### src/rtl/ide_reg_pkg.sv
package ide_reg_pkg;
  localparam int DATA_W = 32;

  // Slot codes that the decode depends on
  localparam int SLOT_DATA   = 'h00;
  localparam int SLOT_TASKLO = 'h01;
  localparam int SLOT_TASKHI = 'h07;
  localparam int SLOT_CTLA   = 'h08;
  localparam int SLOT_CTLB   = 'h16;
  localparam int SLOT_TIMING = 'h20;
  localparam int SLOT_IRQ    = 'h30;

  typedef enum logic [1:0] {
    CORE_DATA = 2'd0,
    CORE_TASK = 2'd1,
    CORE_CTRL = 2'd2
  } coreSel_e;

  typedef enum logic [1:0] {
    SRC_ONES   = 2'd0,
    SRC_CORE   = 2'd1,
    SRC_TIMING = 2'd2,
    SRC_IRQ    = 2'd3
  } rdSrc_e;

  typedef struct packed {
    logic       rdLatch;
    rdSrc_e     rdSrc;
    logic [2:0] rdSize;
    logic       timingWr;
    logic       dmaClr;
  } strobes_t;
endpackage

### src/rtl/ide_reg_ctrl.sv
module ide_reg_ctrl
  import ide_reg_pkg::*;
#(
  parameter int ADDR_W     = 12,
  parameter int SLOT_SHIFT = 4
) (
  input  logic              busReq,
  input  logic              busWrite,
  input  logic [ADDR_W-1:0] busAddr,
  input  logic [2:0]        busSize,
  input  logic              wdataTop,
  output strobes_t          strb,
  output logic              coreReq,
  output logic              coreWrite,
  output logic [1:0]        coreSel,
  output logic [2:0]        coreReg
);
  localparam int SLOT_W = ADDR_W - SLOT_SHIFT;

  logic [SLOT_W-1:0] slot;
  logic sz1, sz2, sz4;
  logic isData, isTask, isCtrl, isTiming, isIrq;
  logic dataOk, taskOk, ctrlOk, timOk, irqOk, coreHit;

  assign slot = busAddr[ADDR_W-1:SLOT_SHIFT];
  assign sz1  = (busSize == 3'd1);
  assign sz2  = (busSize == 3'd2);
  assign sz4  = (busSize == 3'd4);

  assign isData   = (slot == SLOT_W'(SLOT_DATA));
  assign isTask   = (slot >= SLOT_W'(SLOT_TASKLO)) && (slot <= SLOT_W'(SLOT_TASKHI));
  assign isCtrl   = (slot == SLOT_W'(SLOT_CTLA)) || (slot == SLOT_W'(SLOT_CTLB));
  assign isTiming = (slot == SLOT_W'(SLOT_TIMING));
  assign isIrq    = (slot == SLOT_W'(SLOT_IRQ));

  assign dataOk  = isData && (sz2 || sz4);
  assign taskOk  = isTask && sz1;
  assign ctrlOk  = isCtrl && sz1;
  assign timOk   = isTiming && sz4;
  assign irqOk   = isIrq && sz4;
  assign coreHit = dataOk || taskOk || ctrlOk;

  always_comb begin
    coreReq   = busReq && coreHit;
    coreWrite = busWrite;
    coreReg   = taskOk ? slot[2:0] : 3'd0;
    if (taskOk)      coreSel = CORE_TASK;
    else if (ctrlOk) coreSel = CORE_CTRL;
    else             coreSel = CORE_DATA;

    strb.rdLatch  = busReq && !busWrite;
    strb.rdSize   = busSize;
    if (coreHit)    strb.rdSrc = SRC_CORE;
    else if (timOk) strb.rdSrc = SRC_TIMING;
    else if (irqOk) strb.rdSrc = SRC_IRQ;
    else            strb.rdSrc = SRC_ONES;
    strb.timingWr = busReq && busWrite && timOk;
    strb.dmaClr   = busReq && busWrite && irqOk && wdataTop;
  end
endmodule

### src/rtl/ide_reg_dpath.sv
module ide_reg_dpath
  import ide_reg_pkg::*;
#(
  parameter int IRQ_LINES = 2
) (
  input  logic              clk,
  input  logic              rstN,
  input  strobes_t          strb,
  input  logic [DATA_W-1:0] busWdata,
  input  logic [DATA_W-1:0] coreRdata,
  input  logic [IRQ_LINES-1:0] irqLines,
  output logic              busRvalid,
  output logic [DATA_W-1:0] busRdata,
  output logic [IRQ_LINES-1:0] irqOuts
);
  logic [DATA_W-1:0]    timingReg;
  logic [DATA_W-1:0]    irqState;
  logic [IRQ_LINES-1:0] irqBits;
  logic [IRQ_LINES-1:0] linePrev;
  logic [DATA_W-1:0]    rdMux;

  function automatic logic [DATA_W-1:0] fitSize(input logic [2:0] sz,
                                                input logic [DATA_W-1:0] d);
    case (sz)
      3'd1:    fitSize = {{(DATA_W-8){1'b0}}, d[7:0]};
      3'd2:    fitSize = {{(DATA_W-16){1'b0}}, d[15:0]};
      default: fitSize = d;
    endcase
  endfunction

  always_ff @(posedge clk) begin
    if (!rstN) timingReg <= '0;
    else if (strb.timingWr) timingReg <= busWdata;
  end

  // Line n owns state bit DATA_W-1-n; only line 0 (DMA) can be cleared
  for (genvar n = 0; n < IRQ_LINES; n++) begin : g_line
    always_ff @(posedge clk) begin
      if (!rstN) begin
        linePrev[n] <= 1'b0;
        irqBits[n]  <= 1'b0;
        irqOuts[n]  <= 1'b0;
      end else begin
        linePrev[n] <= irqLines[n];
        irqOuts[n]  <= irqLines[n];
        if (irqLines[n] != linePrev[n]) irqBits[n] <= irqLines[n];
        else if (n == 0 && strb.dmaClr) irqBits[n] <= 1'b0;
      end
    end
    assign irqState[DATA_W-1-n] = irqBits[n];
  end
  assign irqState[DATA_W-IRQ_LINES-1:0] = '0;

  always_comb begin
    case (strb.rdSrc)
      SRC_CORE:   rdMux = fitSize(strb.rdSize, coreRdata);
      SRC_TIMING: rdMux = timingReg;
      SRC_IRQ:    rdMux = irqState;
      default:    rdMux = '1;
    endcase
  end

  always_ff @(posedge clk) begin
    if (!rstN) begin
      busRvalid <= 1'b0;
      busRdata  <= '0;
    end else begin
      busRvalid <= strb.rdLatch;
      if (strb.rdLatch) busRdata <= rdMux;
    end
  end
endmodule

### src/rtl/ide_reg_bridge.sv
module ide_reg_bridge
  import ide_reg_pkg::*;
#(
  parameter int ADDR_W     = 12,
  parameter int SLOT_SHIFT = 4
) (
  input  logic              clk,
  input  logic              rstN,
  input  logic              busReq,
  input  logic              busWrite,
  input  logic [ADDR_W-1:0] busAddr,
  input  logic [2:0]        busSize,
  input  logic [31:0]       busWdata,
  output logic              busRvalid,
  output logic [31:0]       busRdata,
  output logic              coreReq,
  output logic              coreWrite,
  output logic [1:0]        coreSel,
  output logic [2:0]        coreReg,
  output logic [2:0]        coreSize,
  output logic [31:0]       coreWdata,
  input  logic [31:0]       coreRdata,
  input  logic              dmaIrqIn,
  input  logic              diskIrqIn,
  output logic              dmaIrqOut,
  output logic              ideIrqOut
);
  localparam int IRQ_LINES = 2;

  strobes_t             strb;
  logic [IRQ_LINES-1:0] outs;

  ide_reg_ctrl #(.ADDR_W(ADDR_W), .SLOT_SHIFT(SLOT_SHIFT)) u_ctrl (
    .busReq(busReq), .busWrite(busWrite), .busAddr(busAddr), .busSize(busSize),
    .wdataTop(busWdata[31]), .strb(strb), .coreReq(coreReq),
    .coreWrite(coreWrite), .coreSel(coreSel), .coreReg(coreReg)
  );

  ide_reg_dpath #(.IRQ_LINES(IRQ_LINES)) u_dpath (
    .clk(clk), .rstN(rstN), .strb(strb), .busWdata(busWdata),
    .coreRdata(coreRdata), .irqLines({diskIrqIn, dmaIrqIn}),
    .busRvalid(busRvalid), .busRdata(busRdata), .irqOuts(outs)
  );

  assign coreSize  = busSize;
  assign coreWdata = busWdata;
  assign dmaIrqOut = outs[0];
  assign ideIrqOut = outs[1];
endmodule

### config.mk
export PLATFORM = sky130hd
export DESIGN_NAME = ide_reg_bridge
export DESIGN_NICKNAME = d
export VERILOG_FILES = /design/src/rtl/ide_reg_pkg.sv /design/src/rtl/ide_reg_ctrl.sv /design/src/rtl/ide_reg_dpath.sv /design/src/rtl/ide_reg_bridge.sv
export SDC_FILE = /design/constraint.sdc
export NUM_CORES = 1
export LEC_CHECK = 0
export ABC_AREA = 1
export BUFFER_PORTS_ARGS = -buffer_cell sky130_fd_sc_hd__buf_4
export CAP_MARGIN = 20
export CORE_ASPECT_RATIO = 1.5
export CORE_UTILIZATION = 47
export DETAILED_ROUTE_END_ITERATION = 7
export GPL_TIMING_DRIVEN = 0
export PLACE_DENSITY = 0.91
export SYNTH_ARGS = -nofsm -noshare
export SYNTH_HDL_FRONTEND = slang
export SYNTH_HIERARCHICAL = 1
export SYNTH_SLANG_ARGS = --single-unit
### constraint.sdc
create_clock -name clk -period 1.66 [get_ports clk]
set_input_delay 0 -clock clk [delete_from_list [all_inputs] [get_ports clk]]
set_output_delay 0 -clock clk [all_outputs]
set_load 0.1 [all_outputs]
==> reports/summary.txt <==
DR iter-0 viols = 301
Die X = 73.5 microns
num rows = 38
Die ar. = 8020 sq um
Critical Path Start Type = input pin
clk_lat worst skew = 0.36 ns
Syn Area/Cell = 6.84 sq um
final worst slack = 0.177 ns
Die Y = 109 microns
# DRC = 0
Synth Register Bits = 69
cts hold-fix bufs = 57
Max Cap Violations = 0
clock sinks = 69
Worst R2R Path Depth = 5
wirelength, routed = 13,200 microns
top cells by area, synth = dfxtp_1, nor2_1, buf_4, o21ai_0, a21oi_1
Critical Path RT = 1.89 ns
fillcell total = 507
Cell Area, Synth = 3600 sq um
Crit-path slowest cell = buf_4
GR Overflow Total = 0
crit end category = flop
share of the synthesized area in the top cell type = 0.384
Final Skew = 0.00603 ns
crit path to = u_dpath/busRdata[15]
number of global-route vias before repair = 4,551
Slew Viols, Final = 0
PwrDens = 850 nW/um^2
worst slack at placement = -0.0378 ns
minimum clock period = 1.48 ns
n_diodes = 0
critical path depth = 13
ratio of cells with drive above 1 in the final layout = 0.351
Via density = 5.13
postcts setup bufs = 0
Worst Tran Pin Value = 0.480 ns
slowest stage delay, CP = 0.21 ns
CTS tree = built
top-count cell post-synth = nor2_1
H-tree depth = 3
Clock Tree Root = clkbuf_8
first-pass GRT wire length = 20,200 microns
WP data arrival = 1.71 ns
unrepaired setup endpoints after global routing = no
post_cts resized = 0
HPWL after detailed placement = 8290 microns
setup TNS = 0 ns
Async SR Flop Fraction = 0
I/O Pins = 162
WHS = 0.00549 ns
Synth Instances = 526
CP Cell Sequence = buf_4 -> nor2_2 -> nand2_1 -> nor2_1 -> nand4_1 -> nand2_1 -> buf_6 -> inv_2 -> nand2_2 -> nand2_2 -> buf_4 -> a21oi_1 -> a21oi_1
PortBufs = 157
Top FF cell, synth = dfxtp_1
FF-to-FF End = u_dpath/irqBits[0]
maximum clock rate = 674 MHz
flop2flop setup slack = 0.70 ns
Yosys warning count = 6
Core ar. = 7320 sq um
Tot GR Track Use = 0.334
post-DR wirelength/cell = 15.4 microns
Via Count = 4,392
drt first pass iters = 7
largest net degree at the start of global routing = 13
worst vdd ir = 0.763 mV
leading area contributor after synthesis = dfxtp_1
Area growth syn-to-layout = 58.7%
worst setup path startpoint = busAddr[5]
Max FO, Critical Path = 10
Synth top cells by count = nor2_1, dfxtp_1, inv_1
status = completed
Final Cycle Share = 0.893
Longest Clk Path Bufs = 2
CP bufs+invs = 4
Final setup viols = 0
Hold Path Class = in -> reg
post-synth cell types = 22
initial antenna violation count = 0
Final Wtd Congestion = 0.852
CTS buffer count = 9
Static Leak = 2.88 nW
Syn Nets = 612
Crit path max-delay family = simple AND/OR/NAND/NOR gates
Final Hold Fails = 0
nets = 837
clock-pin slew on the worst setup and hold paths = 0.08 ns
sequential cell area fraction in the yosys report = 0.384
Antenna Nets Post-Route = 0
crit path kind = in -> reg
Slew Limit Headroom = 0.680
reg2reg start = u_dpath/linePrev[0]
Initial Util = 0.492
Post-synth EDFFs = 0
logic make-up (layout without fill, tap and decap cells):
group / Yosys count / count (layout) / synth area share
AOI/OAI and AO/OA: 106 / 106 / 0.147
adders and majority gates: 1 / 1 / 0.00348
buffers and inverters: 133 / 363 / 0.193
DFF: 69 / 69 / 0.384
and+or+nand+nor: 217 / 217 / 0.273
per-stage QoR:
stage               total power [W]  area [sq um]  cells   util
finish                      0.00485          5710    856  0.780
global route                0.00497          5710    856  0.780
CTS                         0.00481          5710    856  0.780
detailed placement          0.00314          4910    783  0.670
global placement            0.00312          4910    783  0.670
floorplan                   0.00276          3600    526      -
per-layer routing:
layer	wire length, microns	global-route usage	share of wire	vias up
met1	4550	0.327	0.35	2010
met2	7040	0.603	0.54	253
met3	889	0.0702	0.068	63
li1	-	-	-	2066
met5	0	0	0	-
met4	676	0.242	0.051	0
worst min-delay path by stage:
| stage | start | end | slack [ns] | depth (start not counted) |
|---|---|---|---|---|
| floorplan | diskIrqIn | u_dpath/linePrev[1] | 0.09 | 2 |
| global placement | diskIrqIn | u_dpath/linePrev[1] | 0.19 | 3 |
| detailed placement | diskIrqIn | u_dpath/linePrev[1] | 0.20 | 3 |
| CTS | coreRdata[20] | u_dpath/busRdata[20] | 0.004 | 5 |
| global route | coreRdata[20] | u_dpath/busRdata[20] | 0.02 | 5 |
| finish | coreRdata[20] | u_dpath/busRdata[20] | 0.005 | 5 |
layout make-up:
class | instances | area (sq um) | area share
Timing Repair Buffer | 214 | 1750 | 0.306
Tap cell | 100 | 125 | 0.0219
Buffer | 66 | 443 | 0.0775
Clock buffer | 11 | 151 | 0.0265
Clock inverter | 5 | 81.3 | 0.0142
Sequential cell | 69 | 1380 | 0.242
Multi-Input combinational cell | 324 | 1530 | 0.268
Inverter | 67 | 251 | 0.0440
report_power, final:
part           total [W]  switching [W]  internal (W)
combinational    0.00150        0.00104      0.000455
clock            0.00161       0.000677      0.000931
sequential       0.00175      0.0000346       0.00171
worst register-to-register path, cell delays in order, from the launching register on:
cell and delay [ns]:
dfxtp_1 0.33, inv_1 0.05, ha_1 0.29, nand2_1 0.07, nand2_1 0.04, a21oi_1 0.10
sequential cells by signal, summed over array words and instances, names as in the netlist:
register           count
u_dpath/busRvalid      1
u_dpath/timingReg     32
u_dpath/busRdata      32
u_dpath/linePrev       2
u_dpath/irqBits        2
cell usage in the layout (no fill, tap or decap):
| master | count |
|---|---|
| nand4_1 | 1 |
| buf_4 | 199 |
| a21oi_1 | 49 |
| nor2_2 | 14 |
| clkinv_2 | 1 |
| clkinvlp_4 | 1 |
| nor2_1 | 103 |
| nor4_2 | 1 |
| o21ai_0 | 57 |
| nand2_2 | 5 |
| ha_1 | 1 |
| nor2_4 | 3 |
| clkbuf_8 | 11 |
| dfxtp_1 | 69 |
| nand2_4 | 2 |
| inv_6 | 1 |
| nand2_1 | 46 |
| buf_2 | 12 |
| inv_1 | 59 |
| buf_6 | 3 |
| inv_2 | 7 |
| nand3_4 | 1 |
| dlygate4sd3_1 | 57 |
| clkinv_1 | 1 |
| clkbuf_1 | 9 |
| bufinv_16 | 2 |
| nand3_1 | 39 |
| nand3_2 | 2 |
Note: power is estimated with default switching activity, not from simulation.
